$ cat src/rtl/strap_pkg.sv
package strap_pkg;

    localparam int PIN_COUNT  = 4;
    localparam int HOLD_EDGES = 2;

    typedef logic [PIN_COUNT-1:0] pin_vec_t;

    typedef enum logic [1:0] {
        SQ_OFF,
        SQ_SETUP,
        SQ_HOLD,
        SQ_RUN
    } seq_state_e;

    typedef struct packed {
        logic cpu_rst_n;
        logic cmos_n;
    } ctl_t;

    function automatic logic supplies_ok(input logic a, input logic b);
        return a & b;
    endfunction

endpackage

$ cat src/rtl/strap_seq.sv
module strap_seq
    import strap_pkg::*;
#(
    parameter int SETUP_CYCLES = 66_667
) (
    input  logic clk,
    input  logic rst,
    input  logic sup_ok,
    input  logic reset_req,
    output ctl_t ctl_q,
    output ctl_t ctl_next,
    output logic capture
);

    localparam int CW = $clog2(SETUP_CYCLES + 2);
    localparam logic [CW-1:0] LAST = CW'(SETUP_CYCLES - 1);
    localparam logic [1:0]    HOLD_LAST = 2'(HOLD_EDGES - 1);

    seq_state_e      st, st_n;
    logic [CW-1:0]   cnt, cnt_n;
    logic [1:0]      hc, hc_n;
    logic            abort;

    assign abort   = !sup_ok || reset_req;
    assign capture = rst || (abort && ctl_q.cpu_rst_n);

    always_comb begin
        st_n     = st;
        cnt_n    = cnt;
        hc_n     = hc;
        ctl_next = ctl_q;
        if (abort) begin
            st_n     = SQ_OFF;
            cnt_n    = '0;
            hc_n     = '0;
            ctl_next = '0;
        end else begin
            case (st)
                SQ_OFF: begin
                    st_n  = SQ_SETUP;
                    cnt_n = '0;
                end
                SQ_SETUP: begin
                    if (cnt == LAST) begin
                        st_n               = SQ_HOLD;
                        hc_n               = '0;
                        ctl_next.cpu_rst_n = 1'b1;
                    end else begin
                        cnt_n = cnt + 1'b1;
                    end
                end
                SQ_HOLD: begin
                    if (hc == HOLD_LAST) begin
                        st_n            = SQ_RUN;
                        ctl_next.cmos_n = 1'b1;
                    end else begin
                        hc_n = hc + 1'b1;
                    end
                end
                default: ;
            endcase
        end
        if (rst) ctl_next = '0;
    end

    always_ff @(posedge clk) begin
        if (rst) begin
            st    <= SQ_OFF;
            cnt   <= '0;
            hc    <= '0;
            ctl_q <= '0;
        end else begin
            st    <= st_n;
            cnt   <= cnt_n;
            hc    <= hc_n;
            ctl_q <= ctl_next;
        end
    end

    // Checker: cycles with supplies good and reset still held, saturating.
    logic [CW-1:0] low_run;
    always_ff @(posedge clk) begin
        if (rst || !(sup_ok && !ctl_q.cpu_rst_n) && ctl_q.cpu_rst_n)
            low_run <= '0;
        else if (!ctl_q.cpu_rst_n && !abort && low_run != {CW{1'b1}})
            low_run <= low_run + 1'b1;
        else if (abort)
            low_run <= '0;
    end

    assert_setup_window_R3: assert property (@(posedge clk) disable iff (rst)
        $rose(ctl_q.cpu_rst_n) |-> (low_run >= CW'(SETUP_CYCLES)));

    assert_select_covers_reset_R5: assert property (@(posedge clk) disable iff (rst)
        !ctl_q.cpu_rst_n |-> !ctl_q.cmos_n);

    assert_select_two_edges_R4: assert property (@(posedge clk) disable iff (rst)
        $rose(ctl_q.cmos_n) |-> ($past(ctl_q.cpu_rst_n, 1) && $past(ctl_q.cpu_rst_n, 2)
                                 && !$past(ctl_q.cpu_rst_n, 3)));

    assert_abort_restarts_R8: assert property (@(posedge clk) disable iff (rst)
        abort |=> (!ctl_q.cpu_rst_n && !ctl_q.cmos_n));

endmodule

$ cat src/rtl/strap_pin_mux.sv
module strap_pin_mux
    import strap_pkg::*;
(
    input  logic     clk,
    input  logic     rst,
    input  logic     capture,
    input  logic     compat_sel_next,
    input  pin_vec_t ratio_in,
    input  pin_vec_t compat_in,
    output pin_vec_t pins_q
);

    pin_vec_t ratio_q;
    pin_vec_t ratio_src;

    assign ratio_src = capture ? ratio_in : ratio_q;

    always_ff @(posedge clk) begin
        if (capture) ratio_q <= ratio_in;
    end

    for (genvar i = 0; i < PIN_COUNT; i++) begin : g_pin
        always_ff @(posedge clk) begin
            if (rst)
                pins_q[i] <= ratio_in[i];
            else if (compat_sel_next)
                pins_q[i] <= compat_in[i];
            else
                pins_q[i] <= ratio_src[i];
        end
    end

    assert_compat_follows_R7: assert property (@(posedge clk) disable iff (rst)
        compat_sel_next |=> (pins_q == $past(compat_in)));

endmodule

$ cat src/rtl/strap_mux_top.sv
module strap_mux_top
    import strap_pkg::*;
#(
    parameter int SETUP_CYCLES = 66_667
) (
    input  logic       clk,
    input  logic       rst,
    input  logic       supply_a_ok,
    input  logic       supply_b_ok,
    input  logic       reset_req,
    input  logic [3:0] ratio_code,
    input  logic [3:0] compat_in,
    output logic       pwr_good,
    output logic       cpu_reset_n,
    output logic       cmos_reset_n,
    output logic [3:0] strap_pins
);

    logic pg_q;
    logic sup_ok;
    ctl_t ctl_q, ctl_next;
    logic capture;
    pin_vec_t pins_q;

    assign sup_ok = supplies_ok(supply_a_ok, supply_b_ok);

    always_ff @(posedge clk) begin
        if (rst) pg_q <= 1'b0;
        else     pg_q <= sup_ok;
    end

    strap_seq #(.SETUP_CYCLES(SETUP_CYCLES)) u_seq (
        .clk       (clk),
        .rst       (rst),
        .sup_ok    (sup_ok),
        .reset_req (reset_req),
        .ctl_q     (ctl_q),
        .ctl_next  (ctl_next),
        .capture   (capture)
    );

    strap_pin_mux u_mux (
        .clk             (clk),
        .rst             (rst),
        .capture         (capture),
        .compat_sel_next (ctl_next.cmos_n),
        .ratio_in        (ratio_code),
        .compat_in       (compat_in),
        .pins_q          (pins_q)
    );

    assign pwr_good     = pg_q;
    assign cpu_reset_n  = ctl_q.cpu_rst_n;
    assign cmos_reset_n = ctl_q.cmos_n;
    assign strap_pins   = pins_q;

    assert_pwr_good_and_R1: assert property (@(posedge clk) disable iff (rst)
        1'b1 |=> (pwr_good == $past(supply_a_ok && supply_b_ok)));

    assert_bad_power_holds_reset_R2: assert property (@(posedge clk) disable iff (rst)
        !pwr_good |-> !cpu_reset_n);

    assert_ratio_steady_R6: assert property (@(posedge clk) disable iff (rst)
        (!cmos_reset_n && !$past(cmos_reset_n) && !$past(cpu_reset_n) && !$past(rst))
            |-> $stable(strap_pins));

endmodule

$ cat config.mk
export PLATFORM = sky130hd
export DESIGN_NAME = strap_mux_top
export DESIGN_NICKNAME = d
export VERILOG_FILES = /design/src/rtl/strap_pkg.sv /design/src/rtl/strap_seq.sv /design/src/rtl/strap_pin_mux.sv /design/src/rtl/strap_mux_top.sv
export SDC_FILE = /design/constraint.sdc
export NUM_CORES = 1
export LEC_CHECK = 0
export CORE_UTILIZATION = 62
export CTS_CLUSTER_DIAMETER = 150
export DETAILED_ROUTE_END_ITERATION = 6
export DONT_BUFFER_PORTS = 1
export GPL_ROUTABILITY_DRIVEN = 0
export PLACE_DENSITY = 0.78
export SLEW_MARGIN = 20
export SYNTH_ARGS = -nofsm -noshare
export SYNTH_HDL_FRONTEND = slang
export SYNTH_SLANG_ARGS = --single-unit
$ cat constraint.sdc
create_clock -name clk -period 2.8 [get_ports clk]
set_input_delay 0.28 -clock clk [delete_from_list [all_inputs] [get_ports clk]]
set_output_delay 0.28 -clock clk [all_outputs]
set_load 0.02 [all_outputs]
==> impl_metrics.env, run 1 <==
export IMPL_hold_buffers=1
export IMPL_synth_edf_count=0
export IMPL_gr_total_overflow=0
export IMPL_clock_path_buffers=2
export IMPL_maxSlewHeadroom=0.550
export IMPL_rrSetupSlack_ps=670
export IMPL_yosysWarnings=0
export IMPL_max_cap_viol_count=0
export IMPL_p_leak_nw=0.602
export IMPL_fin_area_sq_mm=0.00173
export IMPL_critPathArrivalTime_ps=2380
export IMPL_timing_fmax_ghz=0.469
export IMPL_syn_to_final_growth_pct=-0.000173
export IMPL_required_ps=3050
export IMPL_grt_max_degree=18
export IMPL_core_sq_mm=0.00257
export IMPL_met2WireLength_mm=1.71
export IMPL_cts_setup_buffers=0
export IMPL_worst_pin_slew_ps=672
export IMPL_yosysMostFrequentCell="dfxtp_1"
export IMPL_htreeDepth=2
export IMPL_wl_met1_mm=1.42
export IMPL_cts_resized=0
export IMPL_drt_pass1_iter_count=4
export IMPL_finClkSkew_ps=7.22
export IMPL_critPathMaxFanout=9
export IMPL_nets=200
export IMPL_insertedDiodeCount=0
export IMPL_yosysUniqueCellTypes=49
export IMPL_period_share=0.761
export IMPL_port_buffers=0
export IMPL_grtUsageTotal=0.272
export IMPL_crit_path_start_kind="register"
export IMPL_initial_core_util=0.675
export IMPL_period_minus_slack_ps=2130
export IMPL_dieArea_sq_mm=0.00301
export IMPL_antenna_found_initial=0
export IMPL_detailed_place_hpwl_mm=2.48
export IMPL_hold_viol_final=0
export IMPL_ir_drop_mv=0.421
export IMPL_power_mw=0.789
export IMPL_cts_sinks=32
export IMPL_fin_ws_ps=670
export IMPL_ys_ff_latch=32
export IMPL_hold_path_class="primary input to register"
export IMPL_syn_area_sq_mm=0.00173
export IMPL_yosysTopAreaCellShare=0.369
export IMPL_route_detailed_drc=0
export IMPL_rsz0062_at_grt="no"
export IMPL_drt_wirelength_per_cell_um=16.0
export IMPL_wirelength_mm=3.38
export IMPL_yosysTopAreaCell="dfxtp_1"
export IMPL_die_h_um=54.9
export IMPL_cts_root_buffer="clkbuf_4"
export IMPL_grt_pass1_wl_mm=5.69
export IMPL_placed_cell_area_sq_mm=0.00167
export IMPL_rows=18
export IMPL_drt_iter0_drc=44
export IMPL_first_global_vias=1370
export IMPL_cts_buffers=5
export IMPL_drive_gt1_frac=0.160
export IMPL_dp_slack_ps=671
export IMPL_fill_cells=204
export IMPL_synth_top_cells_by_count="dfxtp_1, nand2_1, a21oi_1"
export IMPL_critical_path_class="register to register"
export IMPL_wl_met3_um=206
export IMPL_vias=1393
export IMPL_async_flop_share=0
export IMPL_synth_top_flop_cell="dfxtp_1"
export IMPL_final_setup_viol_count=0
export IMPL_finalSetupTns_ps=0
export IMPL_syn_nets=201
export IMPL_path_clk_slew_ps=100
export IMPL_final_util=0.675
export IMPL_maxSlewViolCount=0
export IMPL_cts_tree="yes"
export IMPL_top_layer_used="met4"
export IMPL_netlist_top_cells_area="dfxtp_1, ha_1, nand2_1"
export IMPL_clk_insertion_delay_late_ps=340
export IMPL_end_kind="register"
export IMPL_syn_avg_cell_area_sq_um=9.58
export IMPL_ant_nets=0
export IMPL_status="finished clean"
export IMPL_vias_per_cell=6.60
export IMPL_power_density_mw_per_mm2=455
export IMPL_die_w_um=54.9
export IMPL_syn_inst=181
export IMPL_seq_area_frac_synth=0.369
export IMPL_num_io_pins=20
==> per-stage QoR <==
stage | hold slack [ps] | cells
2_1_floorplan | 352 | 181
3_3_place_gp | 354 | 202
3_5_place_dp | 358 | 202
4_1_cts | 59.6 | 211
5_1_grt | 58.5 | 211
6_report | 64.7 | 211
==> layer usage <==
metal | vias to the layer above | GRT usage
li1 | 691 | -
met1 | 657 | 0.303
met2 | 39 | 0.456
met3 | 6 | 0.100
met4 | 0 | 0.124
met5 | - | 0
==> cells by family after synthesis <==
family	share of synthesized area
AOI/OAI and AO/OA	0.224
adders and majority gates	0.0505
buffers and inverters	0.0837
DFF	0.369
muxes	0.0382
and+or+nand+nor	0.234
==> area by class of cell <==
class / count / area [sq um] / area share
inverters: 7 / 26.3 / 0.0152
multi-input cells: 131 / 948 / 0.547
well taps: 30 / 37.5 / 0.0216
repair buffers: 3 / 25.0 / 0.0144
clock buffers: 5 / 37.5 / 0.0216
flip-flops and latches: 32 / 641 / 0.369
clock inverters: 3 / 18.8 / 0.0108
==> cells in the final DEF (no fill, tap or decap), drive strengths merged, types with 2 or more instances in the layout <==
master  instances
or4b            2
nor3            3
o32ai           2
nand4b          3
clkbuf          5
a22o            4
mux2            5
nand4           3
nand2          18
or4             4
and3            4
a21o            6
or2             2
ha              7
nor4            2
a41oi           5
nor2            9
a311oi          4
o211ai          4
clkinv          3
nand3           6
dfxtp          32
or3             2
buf             2
and4            4
a31oi           5
inv             7
a21oi          11
o21ai           4
==> state kept, by name, summed over array words and instances (netlist names) <==
name	cells
u_seq.ctl_q	2
u_seq.cnt	17
pwr_good	1
u_seq.hc	2
u_mux.ratio_q	4
u_seq.st	2
u_mux.pins_q	4
==> critical path, stage by stage, from the launching register on <==
cell and delay (ps):
dfxtp_1 360, inv_1 100, ha_1 150, or4bb_4 480
o41ai_4 550, nand4b_2 190, o32ai_2 210
==> worst paths after layout <==
| kind | start | end | depth (start not counted) |
|---|---|---|---|
| worst max-delay path | u_seq.cnt[0] | u_seq.hc[1] | 6 |
| worst max register to register | u_seq.cnt[0] | u_seq.hc[1] | 6 |
| worst min-delay path | supply_b_ok | pwr_good | 2 |
| worst min register to register | u_mux.ratio_q[0] | u_mux.pins_q[0] | 1 |
==> power by group <==
part / internal [mW] / switching (mW)
clock network: 0.0962 / 0.163
logic: 0.0218 / 0.0221
registers: 0.470 / 0.0156
(Power assumes the default switching activity.)
==> inputs of run 2 (changes only) <==
- ABC_AREA: unset -> 1
- CORE_UTILIZATION: 62 -> 56
- PLACE_DENSITY: 0.78 -> 0.74
- clock period: 2.8 -> 1.75 ns (I/O delays scaled with it)
==> run 2 against run 1 <==
Effect of this change:
- clock skew is 2.2 ps higher
- core utilization is 0.22 points lower
- maximum frequency is 34% higher
- synthesized area is 0.36% higher
- global-route usage is 2.7 points lower
==> impl_metrics.env, run 2 <==
export IMPL_status="finished clean"
export IMPL_max_cap_viol_count=0
export IMPL_grtUsageTotal=0.245
export IMPL_drt_wirelength_per_cell_um=11.9
export IMPL_cts_setup_buffers=0
export IMPL_syn_nets=282
export IMPL_gr_total_overflow=0
export IMPL_initial_core_util=0.610
export IMPL_period_minus_slack_ps=1590
export IMPL_syn_inst=262
export IMPL_vias_per_cell=5.20
export IMPL_rows=19
export IMPL_nets=296
export IMPL_critPathArrivalTime_ps=1820
export IMPL_synth_top_cells_by_count="nand2_1, inv_1, dfxtp_1"
export IMPL_p_leak_nw=0.801
export IMPL_critical_path_class="register to register"
export IMPL_rsz0062_at_grt="no"
export IMPL_required_ps=1980
export IMPL_cts_buffers=5
export IMPL_async_flop_share=0
export IMPL_netlist_top_cells_area="dfxtp_1, nand2_1, inv_1"
export IMPL_max_stage_delay_ps=390
export IMPL_cts_root_buffer="clkbuf_4"
export IMPL_end_kind="register"
export IMPL_yosysWarnings=0
export IMPL_vias=1603
export IMPL_finClkSkew_ps=9.38
export IMPL_largest_reg_flops=17
export IMPL_path_delay_family="simple AND/OR/NAND/NOR gates"
export IMPL_final_setup_viol_count=0
export IMPL_path_clk_slew_ps=100
export IMPL_yosysMostFrequentCell="nand2_1"
export IMPL_insertedDiodeCount=0
export IMPL_path_cells="ha_1 > nand2_1 > nor2_4 > nand3_1 > o21a_1 > o21ai_0 > nand2_1"
export IMPL_syn_area_sq_mm=0.00174
export IMPL_route_detailed_drc=0
export IMPL_timing_fmax_ghz=0.629
export IMPL_wirelength_mm=3.68
export IMPL_fill_cells=257
export IMPL_ir_drop_mv=0.655
export IMPL_die_h_um=57.8
export IMPL_num_io_pins=20
export IMPL_core_sq_mm=0.00285
export IMPL_htreeDepth=2
export IMPL_largest_registers="u_seq.cnt (17), u_mux.pins_q (4), u_mux.ratio_q (4)"
export IMPL_synth_edf_count=0
export IMPL_grt_pass1_wl_mm=6.22
export IMPL_seq_area_frac_synth=0.368
export IMPL_layout_commonest_cell="nand2_1"
export IMPL_yosysTopAreaCell="dfxtp_1"
export IMPL_hold_viol_final=0
export IMPL_yosysUniqueCellTypes=27
export IMPL_layout_common_cells="nand2_1, inv_1, dfxtp_1"
export IMPL_clk_insertion_delay_late_ps=340
export IMPL_hold_path_class="primary input to register"
export IMPL_cts_sinks=32
export IMPL_cts_tree="yes"
export IMPL_clock_path_buffers=2
export IMPL_final_util=0.673
export IMPL_syn_to_final_growth_pct=10.4
export IMPL_drt_pass1_iter_count=4
export IMPL_yosysTopAreaCellShare=0.368
export IMPL_first_global_vias=1494
export IMPL_maxSlewHeadroom=0.768
export IMPL_syn_avg_cell_area_sq_um=6.64
export IMPL_maxSlewViolCount=0
export IMPL_synth_top_flop_cell="dfxtp_1"
export IMPL_drt_iter0_drc=115
export IMPL_port_buffers=0
export IMPL_period_share=0.909
export IMPL_critPathMostFrequentCell="nand2_1"
export IMPL_multi_input_area_sq_um=932
export IMPL_drive_gt1_frac=0.0830
export IMPL_top_register="u_seq.cnt"
export IMPL_critPathMaxFanout=8
export IMPL_ys_ff_latch=32
export IMPL_dieArea_sq_mm=0.00334
export IMPL_crit_path_start_kind="register"
export IMPL_finalSetupTns_ps=0
export IMPL_ant_nets=0
export IMPL_ff_latch_area_sq_um=641
export IMPL_power_density_mw_per_mm2=728
export IMPL_grt_max_degree=14
export IMPL_worst_pin_slew_ps=345
export IMPL_slowest_stage="dfxtp_1"
export IMPL_crit_buf_inv=0
export IMPL_antenna_found_initial=0
export IMPL_detailed_place_hpwl_mm=2.57
export IMPL_die_w_um=57.8
run 2: changes by cell type in the layout (fill, tap and decap cells not counted), moves of 4 or more:
cell / change
a21o_1: -6
dlygate4sd3_1: +5
a22o_1: -4
a21oi_1: +7
a311oi_1: -4
a41oi_1: -5
nor2_1: +20
nand2_1: +62
a31oi_1: -5
and3_1: -4
mux2_2: -5
inv_1: +29
nand3_1: +14
run 2: metal layers:
metal | track usage | routed length (um)
met1 | 0.278 | 1660
met2 | 0.442 | 1820
met3 | 0.0536 | 135
met4 | 0.105 | 61
met5 | 0 | 0
run 2: logic make-up after synthesis:
group	Yosys count	share of synthesized area
compound gates	30	0.0956
xor+xnor	2	0.0101
fa+ha+maj	7	0.0503
buf+inv	40	0.0992
flops	32	0.368
simple gates	151	0.377
run 2: through the flow:
step	instance area, sq um	worst slack (ps)	instances	hold WS, ps	power (mW)
after floorplan	1740	328	262	254	0.833
after global placement	1780	168	294	258	0.842
after detailed placement	1780	146	294	257	0.843
after CTS	1920	112	308	8.58	1.41
after global routing	1920	4.83	308	26.6	1.45
final	1920	160	308	20.9	1.40
run 2: final timing paths:
check / from / end / slack, ps / cells after the start
setup reg to reg: u_seq.cnt[1] / u_seq.cnt[14] / 160 / 7
hold reg to reg: u_seq.cnt[13] / u_seq.cnt[13] / 470 / 2
setup / recovery: u_seq.cnt[1] / u_seq.cnt[14] / 160 / 7
hold / removal: ratio_code[1] / u_mux.ratio_q[1] / 20 / 2
run 2: worst register-to-register path, cell delays in order (launching register included):
cell and delay (ps):
dfxtp_1 390, ha_1 190, nand2_1 130, nor2_4 220, nand3_1 170, o21a_1 200
o21ai_0 140, nand2_1 60
run 2: area by class of cell:
type,count,share of cell area
Multi-Input combinational cell,190,0.485
Clock buffer,6,0.0215
Sequential cell,32,0.334
Timing Repair Buffer,11,0.0508
Clock inverter,2,0.0182
Tap cell,31,0.0202
Inverter,36,0.0704
run 2: repair_timing:
item                                    in CTS  in global routing
hold buffers                                 6                  0
hold endpoints to repair                     5                  0
gates resized for setup                      0                  1
endpoints found under the setup margin       0                  3
run 2: power by group:
group          total, mW  internal, mW  leakage [nW]  switching, mW
Combinational     0.0680        0.0270         0.498         0.0409
Clock              0.561         0.299        0.0422          0.261
Sequential         0.771         0.749         0.261         0.0211
